### src/rtl/mbox_pkg.sv
package mbox_pkg;
   typedef enum logic [1:0] {
      REG_CTRL   = 2'd0,
      REG_MASK   = 2'd1,
      REG_CMD    = 2'd2,
      REG_STATUS = 2'd3
   } mbox_reg_e;

   localparam int MBOX_PROCS   = 2;
   localparam int TX_SHIFT     = 16;
   localparam int CTRL_RX_BIT  = 0;
   localparam int CTRL_TX_BIT  = 16;
   localparam logic [9:0] ADDR_HWCFG = 10'h3F0;
   localparam logic [9:0] ADDR_VER   = 10'h3F4;
endpackage

### src/rtl/mbox_bank.sv
module mbox_bank #(
   parameter int NCH = 16
) (
   input  logic           clk,
   input  logic           rst_n,
   input  logic           wr_ctrl,
   input  logic           wr_mask,
   input  logic [31:0]    wdata,
   output logic           rx_en,
   output logic           tx_en,
   output logic [NCH-1:0] mask_rx,
   output logic [NCH-1:0] mask_tx
);
   import mbox_pkg::*;

   always_ff @(posedge clk) begin
      if (!rst_n) begin
         rx_en   <= 1'b0;
         tx_en   <= 1'b0;
         mask_rx <= '1;
         mask_tx <= '1;
      end else begin
         if (wr_ctrl) begin
            rx_en <= wdata[CTRL_RX_BIT];
            tx_en <= wdata[CTRL_TX_BIT];
         end
         if (wr_mask) begin
            mask_rx <= wdata[NCH-1:0];
            mask_tx <= wdata[TX_SHIFT +: NCH];
         end
      end
   end
endmodule

### src/rtl/mbox_flags.sv
module mbox_flags #(
   parameter int NCH   = 16,
   parameter int PROCS = 2
) (
   input  logic                      clk,
   input  logic                      rst_n,
   input  logic [PROCS-1:0][NCH-1:0] set_req,
   input  logic [PROCS-1:0][NCH-1:0] clr_req,
   output logic [PROCS-1:0][NCH-1:0] occ
);
   // a set arriving with a clear leaves the flag raised
   always_ff @(posedge clk) begin
      if (!rst_n) occ <= '0;
      else begin
         for (int p = 0; p < PROCS; p++)
            occ[p] <= (occ[p] & ~clr_req[p]) | set_req[p];
      end
   end
endmodule

### src/rtl/mbox_irq.sv
module mbox_irq #(
   parameter int NCH     = 16,
   parameter bit REG_OUT = 1'b0
) (
   input  logic           clk,
   input  logic           rst_n,
   input  logic           rx_en,
   input  logic           tx_en,
   input  logic [NCH-1:0] mask_rx,
   input  logic [NCH-1:0] mask_tx,
   input  logic [NCH-1:0] own_occ,
   input  logic [NCH-1:0] peer_occ,
   output logic           irq_rx,
   output logic           irq_tx
);
   logic rx_next, tx_next;

   assign rx_next = rx_en & |(peer_occ & ~mask_rx);
   assign tx_next = tx_en & |(~own_occ & ~mask_tx);

   generate
      if (REG_OUT) begin : g_flop
         always_ff @(posedge clk) begin
            if (!rst_n) begin
               irq_rx <= 1'b0;
               irq_tx <= 1'b0;
            end else begin
               irq_rx <= rx_next;
               irq_tx <= tx_next;
            end
         end
      end else begin : g_comb
         assign irq_rx = rx_next;
         assign irq_tx = tx_next;
      end
   endgenerate
endmodule

### src/rtl/mbox_flag_ctrl.sv
module mbox_flag_ctrl #(
   parameter int         NUM_CH    = 16,
   parameter int         ADDR_W    = 10,
   parameter logic [3:0] VER_MAJOR = 4'd1,
   parameter logic [3:0] VER_MINOR = 4'd0,
   parameter bit         REG_IRQ   = 1'b0
) (
   input  logic              clk,
   input  logic              rst_n,
   input  logic              bus_sel,
   input  logic              bus_wr,
   input  logic [ADDR_W-1:0] bus_addr,
   input  logic [31:0]       bus_wdata,
   output logic [31:0]       bus_rdata,
   output logic [1:0]        irq_rx,
   output logic [1:0]        irq_tx
);
   import mbox_pkg::*;

   localparam int NP = MBOX_PROCS;

   generate
      if (NUM_CH < 1 || NUM_CH > 16) begin : g_bad_nch
         $error("NUM_CH must lie in 1..16");
      end
      if (ADDR_W < 10) begin : g_bad_aw
         $error("ADDR_W must be at least 10");
      end
   endgenerate

   logic                       bank_hit, bank_id, wr_any, rd_any;
   mbox_reg_e                  reg_sel;
   logic [ADDR_W-1:0]          word_addr;
   logic [NP-1:0]              wr_ctrl, wr_mask, wr_cmd;
   logic [NP-1:0]              rx_en, tx_en;
   logic [NP-1:0][NUM_CH-1:0]  mask_rx, mask_tx;
   logic [NP-1:0][NUM_CH-1:0]  set_req, clr_req;
   logic [NP-1:0][NUM_CH-1:0]  occ;

   assign word_addr = {bus_addr[ADDR_W-1:2], 2'b00};
   assign bank_hit  = (bus_addr[ADDR_W-1:5] == '0);
   assign bank_id   = bus_addr[4];
   assign reg_sel   = mbox_reg_e'(bus_addr[3:2]);
   assign wr_any    = bus_sel & bus_wr;
   assign rd_any    = bus_sel & ~bus_wr;

   generate
      for (genvar p = 0; p < NP; p++) begin : g_proc
         logic hit_p;
         assign hit_p      = wr_any & bank_hit & (bank_id == 1'(p));
         assign wr_ctrl[p] = hit_p & (reg_sel == REG_CTRL);
         assign wr_mask[p] = hit_p & (reg_sel == REG_MASK);
         assign wr_cmd[p]  = hit_p & (reg_sel == REG_CMD);
         assign set_req[p] = wr_cmd[p] ? bus_wdata[TX_SHIFT +: NUM_CH] : '0;
         assign clr_req[p] = wr_cmd[NP-1-p] ? bus_wdata[NUM_CH-1:0] : '0;

         mbox_bank #(.NCH(NUM_CH)) u_bank (
            .clk     (clk),
            .rst_n   (rst_n),
            .wr_ctrl (wr_ctrl[p]),
            .wr_mask (wr_mask[p]),
            .wdata   (bus_wdata),
            .rx_en   (rx_en[p]),
            .tx_en   (tx_en[p]),
            .mask_rx (mask_rx[p]),
            .mask_tx (mask_tx[p])
         );

         mbox_irq #(.NCH(NUM_CH), .REG_OUT(REG_IRQ)) u_irq (
            .clk      (clk),
            .rst_n    (rst_n),
            .rx_en    (rx_en[p]),
            .tx_en    (tx_en[p]),
            .mask_rx  (mask_rx[p]),
            .mask_tx  (mask_tx[p]),
            .own_occ  (occ[p]),
            .peer_occ (occ[NP-1-p]),
            .irq_rx   (irq_rx[p]),
            .irq_tx   (irq_tx[p])
         );
      end
   endgenerate

   mbox_flags #(.NCH(NUM_CH), .PROCS(NP)) u_flags (
      .clk     (clk),
      .rst_n   (rst_n),
      .set_req (set_req),
      .clr_req (clr_req),
      .occ     (occ)
   );

   always_comb begin
      bus_rdata = '0;
      if (rd_any) begin
         if (bank_hit) begin
            unique case (reg_sel)
               REG_CTRL: begin
                  bus_rdata[CTRL_RX_BIT] = rx_en[bank_id];
                  bus_rdata[CTRL_TX_BIT] = tx_en[bank_id];
               end
               REG_MASK: begin
                  bus_rdata[NUM_CH-1:0]          = mask_rx[bank_id];
                  bus_rdata[TX_SHIFT +: NUM_CH]  = mask_tx[bank_id];
               end
               REG_STATUS: bus_rdata[NUM_CH-1:0] = occ[bank_id];
               default: bus_rdata = '0;
            endcase
         end else if (word_addr == ADDR_W'(ADDR_HWCFG)) begin
            bus_rdata[7:0] = 8'(NUM_CH);
         end else if (word_addr == ADDR_W'(ADDR_VER)) begin
            bus_rdata[7:0] = {VER_MAJOR, VER_MINOR};
         end
      end
   end
endmodule

### config.mk
export PLATFORM = sky130hd
export DESIGN_NAME = mbox_flag_ctrl
export DESIGN_NICKNAME = d
export VERILOG_FILES = /design/src/rtl/mbox_pkg.sv /design/src/rtl/mbox_bank.sv /design/src/rtl/mbox_flags.sv /design/src/rtl/mbox_irq.sv /design/src/rtl/mbox_flag_ctrl.sv
export SDC_FILE = /design/constraint.sdc
export NUM_CORES = 1
export LEC_CHECK = 0
export CAP_MARGIN = 0
export CORE_ASPECT_RATIO = 0.5
export CORE_UTILIZATION = 35
export DETAILED_ROUTE_END_ITERATION = 6
export HOLD_SLACK_MARGIN = 0.02
export PLACE_DENSITY_LB_ADDON = 0.12
export SKIP_CTS_REPAIR_TIMING = 1
export SYNTH_ARGS = -nofsm -noshare
export SYNTH_HDL_FRONTEND = slang
export SYNTH_HIERARCHICAL = 1
export SYNTH_SLANG_ARGS = --single-unit
### constraint.sdc
create_clock -name clk -period 2.7 [get_ports clk]
set_clock_uncertainty 0.05 [all_clocks]
set_input_delay 0.81 -clock clk [delete_from_list [all_inputs] [get_ports clk]]
set_output_delay 0.81 -clock clk [all_outputs]
set_load 0.01 [all_outputs]
==> out/qor.csv <==
metric;value;unit
multi_input_area;3144;um^2
die_w;176.9;um
synth_cell_type_count;36;
synth_cells;597;
yosys.cell_count.top_type;dfxtp_1;
violations;setup timing;
slew_viol_final;0;
period_share;1.065;
dp_hpwl;12890;um
place_inst;877;
numPortBuffers;79;
worstHoldStart;g_proc[0].u_bank/mask_rx[10]$_SDFFE_PN1P_;
first_iter_violations;392;
place_area;6509;um^2
grtUsageTotal;0.2255;
cap_violations;0;
path_max_fanout;7;
setup_ws;-0.1755;ns
yosys_warnings;6;
seq_area;2007;um^2
finalNetCount;748;
synth_fp_nets;643;
async_reset_ff_frac;0;
cp.required;1.84;ns
ios;82;
final_hold_viol_count;0;
ant_nets;0;
grt_pass1_wl;25940;um
insertion_delay;0.35;ns
synth_top_area_frac;0.3738;
synth.area.top_cells;dfxtp_1, mux2i_1, nand2_1;
startpoint;bus_addr[6];
cts-buffers-inserted;9;
n_fill_cell;1421;
cts_sinks;100;
fin_area;7118;um^2
peakVddDrop;0.3093;mV
area_growth;32.92;%
p_leak;2.843;nW
core_area;14700;um^2
start_util;0.3643;
yosysTopAreaCell;dfxtp_1;
dp_slack;-0.8624;ns
rsz0062_at_grt;yes;
grt_pass1_vias;4249;
arrival;2.02;ns
period_needed;2.875;ns
rows;31;
cts.clk_slew.worst_paths;0.07;ns
path_class;in2out;
synth_edf_count;0;
outcome;finished with violations;
synth_area;5355;um^2
gp_congestion;0.8158;
htree_levels;3;
cp-end-kind;output pin;
root_buffer;clkbuf_16;
vias_per_cell;5.134;
die-area;15830;um^2
grt-ovfl-total;0;
die_h;89.47;um
antenna_found_initial;0;
via_count;4641;
final_layout_size_suffix_gt1_frac;0.2224;
drc;0;
post_drt_wl_per_cell;19.62;um
tightest_slew;0.4101;ns
reg2reg_from;u_flags/occ[12]$_SDFF_PN0_;
dr.pass1.iters;5;
syn_avg_cell_area;8.970;um^2
maxSlewHeadroom;0.7188;
netlist_top_cells_count;dfxtp_1, nand2_1, mux2i_1;
ys_ff_latch;100;
grt_max_degree;72;
routed_wl;17740;um
max_freq;347.8;MHz
cts_tree;yes;
min_path_type;reg2reg;
synthFlopType;dfxtp_1;
startpoint_type;input port;
cts.path.max_buffers;2;
p_per_area;417.1;nW/um^2
final_cell_count_no_fill;904;
yosysSeqAreaShare;0.3738;
setup_viol;29;
antenna-diode-count;0;
==> cells in the final DEF, fill, tap and decap left out, types with 2 or more instances in the layout <==
cell / netlist / final
nor3_2: 4 / 6
nand4b_1: 3 / 3
mux4_2: 16 / 16
mux2i_1: 86 / 86
a21boi_1: 2 / 2
nor3_1: 4 / 2
nor2b_4: 0 / 4
buf_12: 0 / 12
buf_4: 4 / 36
o22ai_1: 16 / 16
buf_2: 5 / 17
nor2b_1: 52 / 48
buf_6: 5 / 20
clkinv_4: 0 / 2
clkdlybuf4s50_1: 0 / 32
inv_1: 30 / 30
nand2_1: 97 / 97
o22a_1: 5 / 5
buf_8: 6 / 2
o221ai_2: 4 / 4
a31oi_1: 2 / 2
dfxtp_1: 100 / 96
nor2_1: 83 / 68
dlymetal6s2s_1: 0 / 9
a221oi_1: 4 / 4
nor2_4: 0 / 13
nor2_2: 0 / 2
nand2b_1: 7 / 7
clkbuf_16: 0 / 11
nand3b_1: 2 / 2
o21a_1: 32 / 32
dfxtp_2: 0 / 4
==> registers in the layout, indices dropped and copies added (netlist names) <==
register,cells
g_proc.u_bank/rx_en,2
u_flags/occ,32
g_proc.u_bank/mask_rx,32
g_proc.u_bank/mask_tx,32
g_proc.u_bank/tx_en,2
==> final cells by class <==
cell class,instances,share of cell area
multi-input combinational,430,0.4417
inverter,30,0.01582
clock buffer,10,0.03217
sequential,100,0.2819
clock inverter,5,0.005449
timing repair buffer,131,0.1881
tap,198,0.03480
==> worst paths after layout <==
check,endpoint,slack [ns],cells after the start
worst max-delay path,bus_rdata[27],-0.18,7
worst min register to register,g_proc[0].u_bank/mask_rx[10]$_SDFFE_PN1P_,0.45,2
worst max register to register,u_flags/occ[12]$_SDFF_PN0_,1.79,3
worst min-delay path,g_proc[0].u_bank/mask_rx[10]$_SDFFE_PN1P_,0.45,2
==> routing by layer <==
metal | vias to the layer above | global-route usage | share of wire
met2 | 148 | 0.2809 | 0.37
met3 | 9 | 0.06080 | 0.069
li1 | 2240 | - | -
met4 | 0 | 0.04075 | 0.0049
met5 | - | 0 | 0
met1 | 2244 | 0.3663 | 0.55
==> kinds of logic (layout without fill, tap and decap cells) <==
family | count (synthesis) | in the layout | share of synthesized area
buf+inv | 67 | 176 | 0.07103
compound gates | 69 | 69 | 0.1005
flops | 100 | 100 | 0.3738
mux | 102 | 102 | 0.2280
simple gates | 259 | 259 | 0.2266
==> stage by stage <==
step                      hold WS, ns  total power [W]    util  setup TNS [ns]
after floorplan                0.4004         0.001621       -               0
after global placement         0.4249         0.001761  0.4428          -40.89
after global routing           0.4831         0.003069  0.4842          -5.538
after detailed placement       0.4287         0.001759  0.4428          -44.77
after CTS                      0.4499         0.002969  0.4610          -27.46
final                          0.4501         0.002969  0.4842          -3.995
==> report_power, final <==
part           switching, W  internal (W)  leakage [nW]
logic              0.000136      0.000138          1.90
clock network      0.000593      0.000626         0.129
registers        0.00000119       0.00147         0.810
==> critical path: stages <==
cell and delay [ns]:
buf_6 0.10, nor4_4 0.33, buf_4 0.19, nand4bb_4 0.17, buf_12 0.20, nor2_2 0.09
buf_2 0.13
Power figures use the tool's default switching activity.
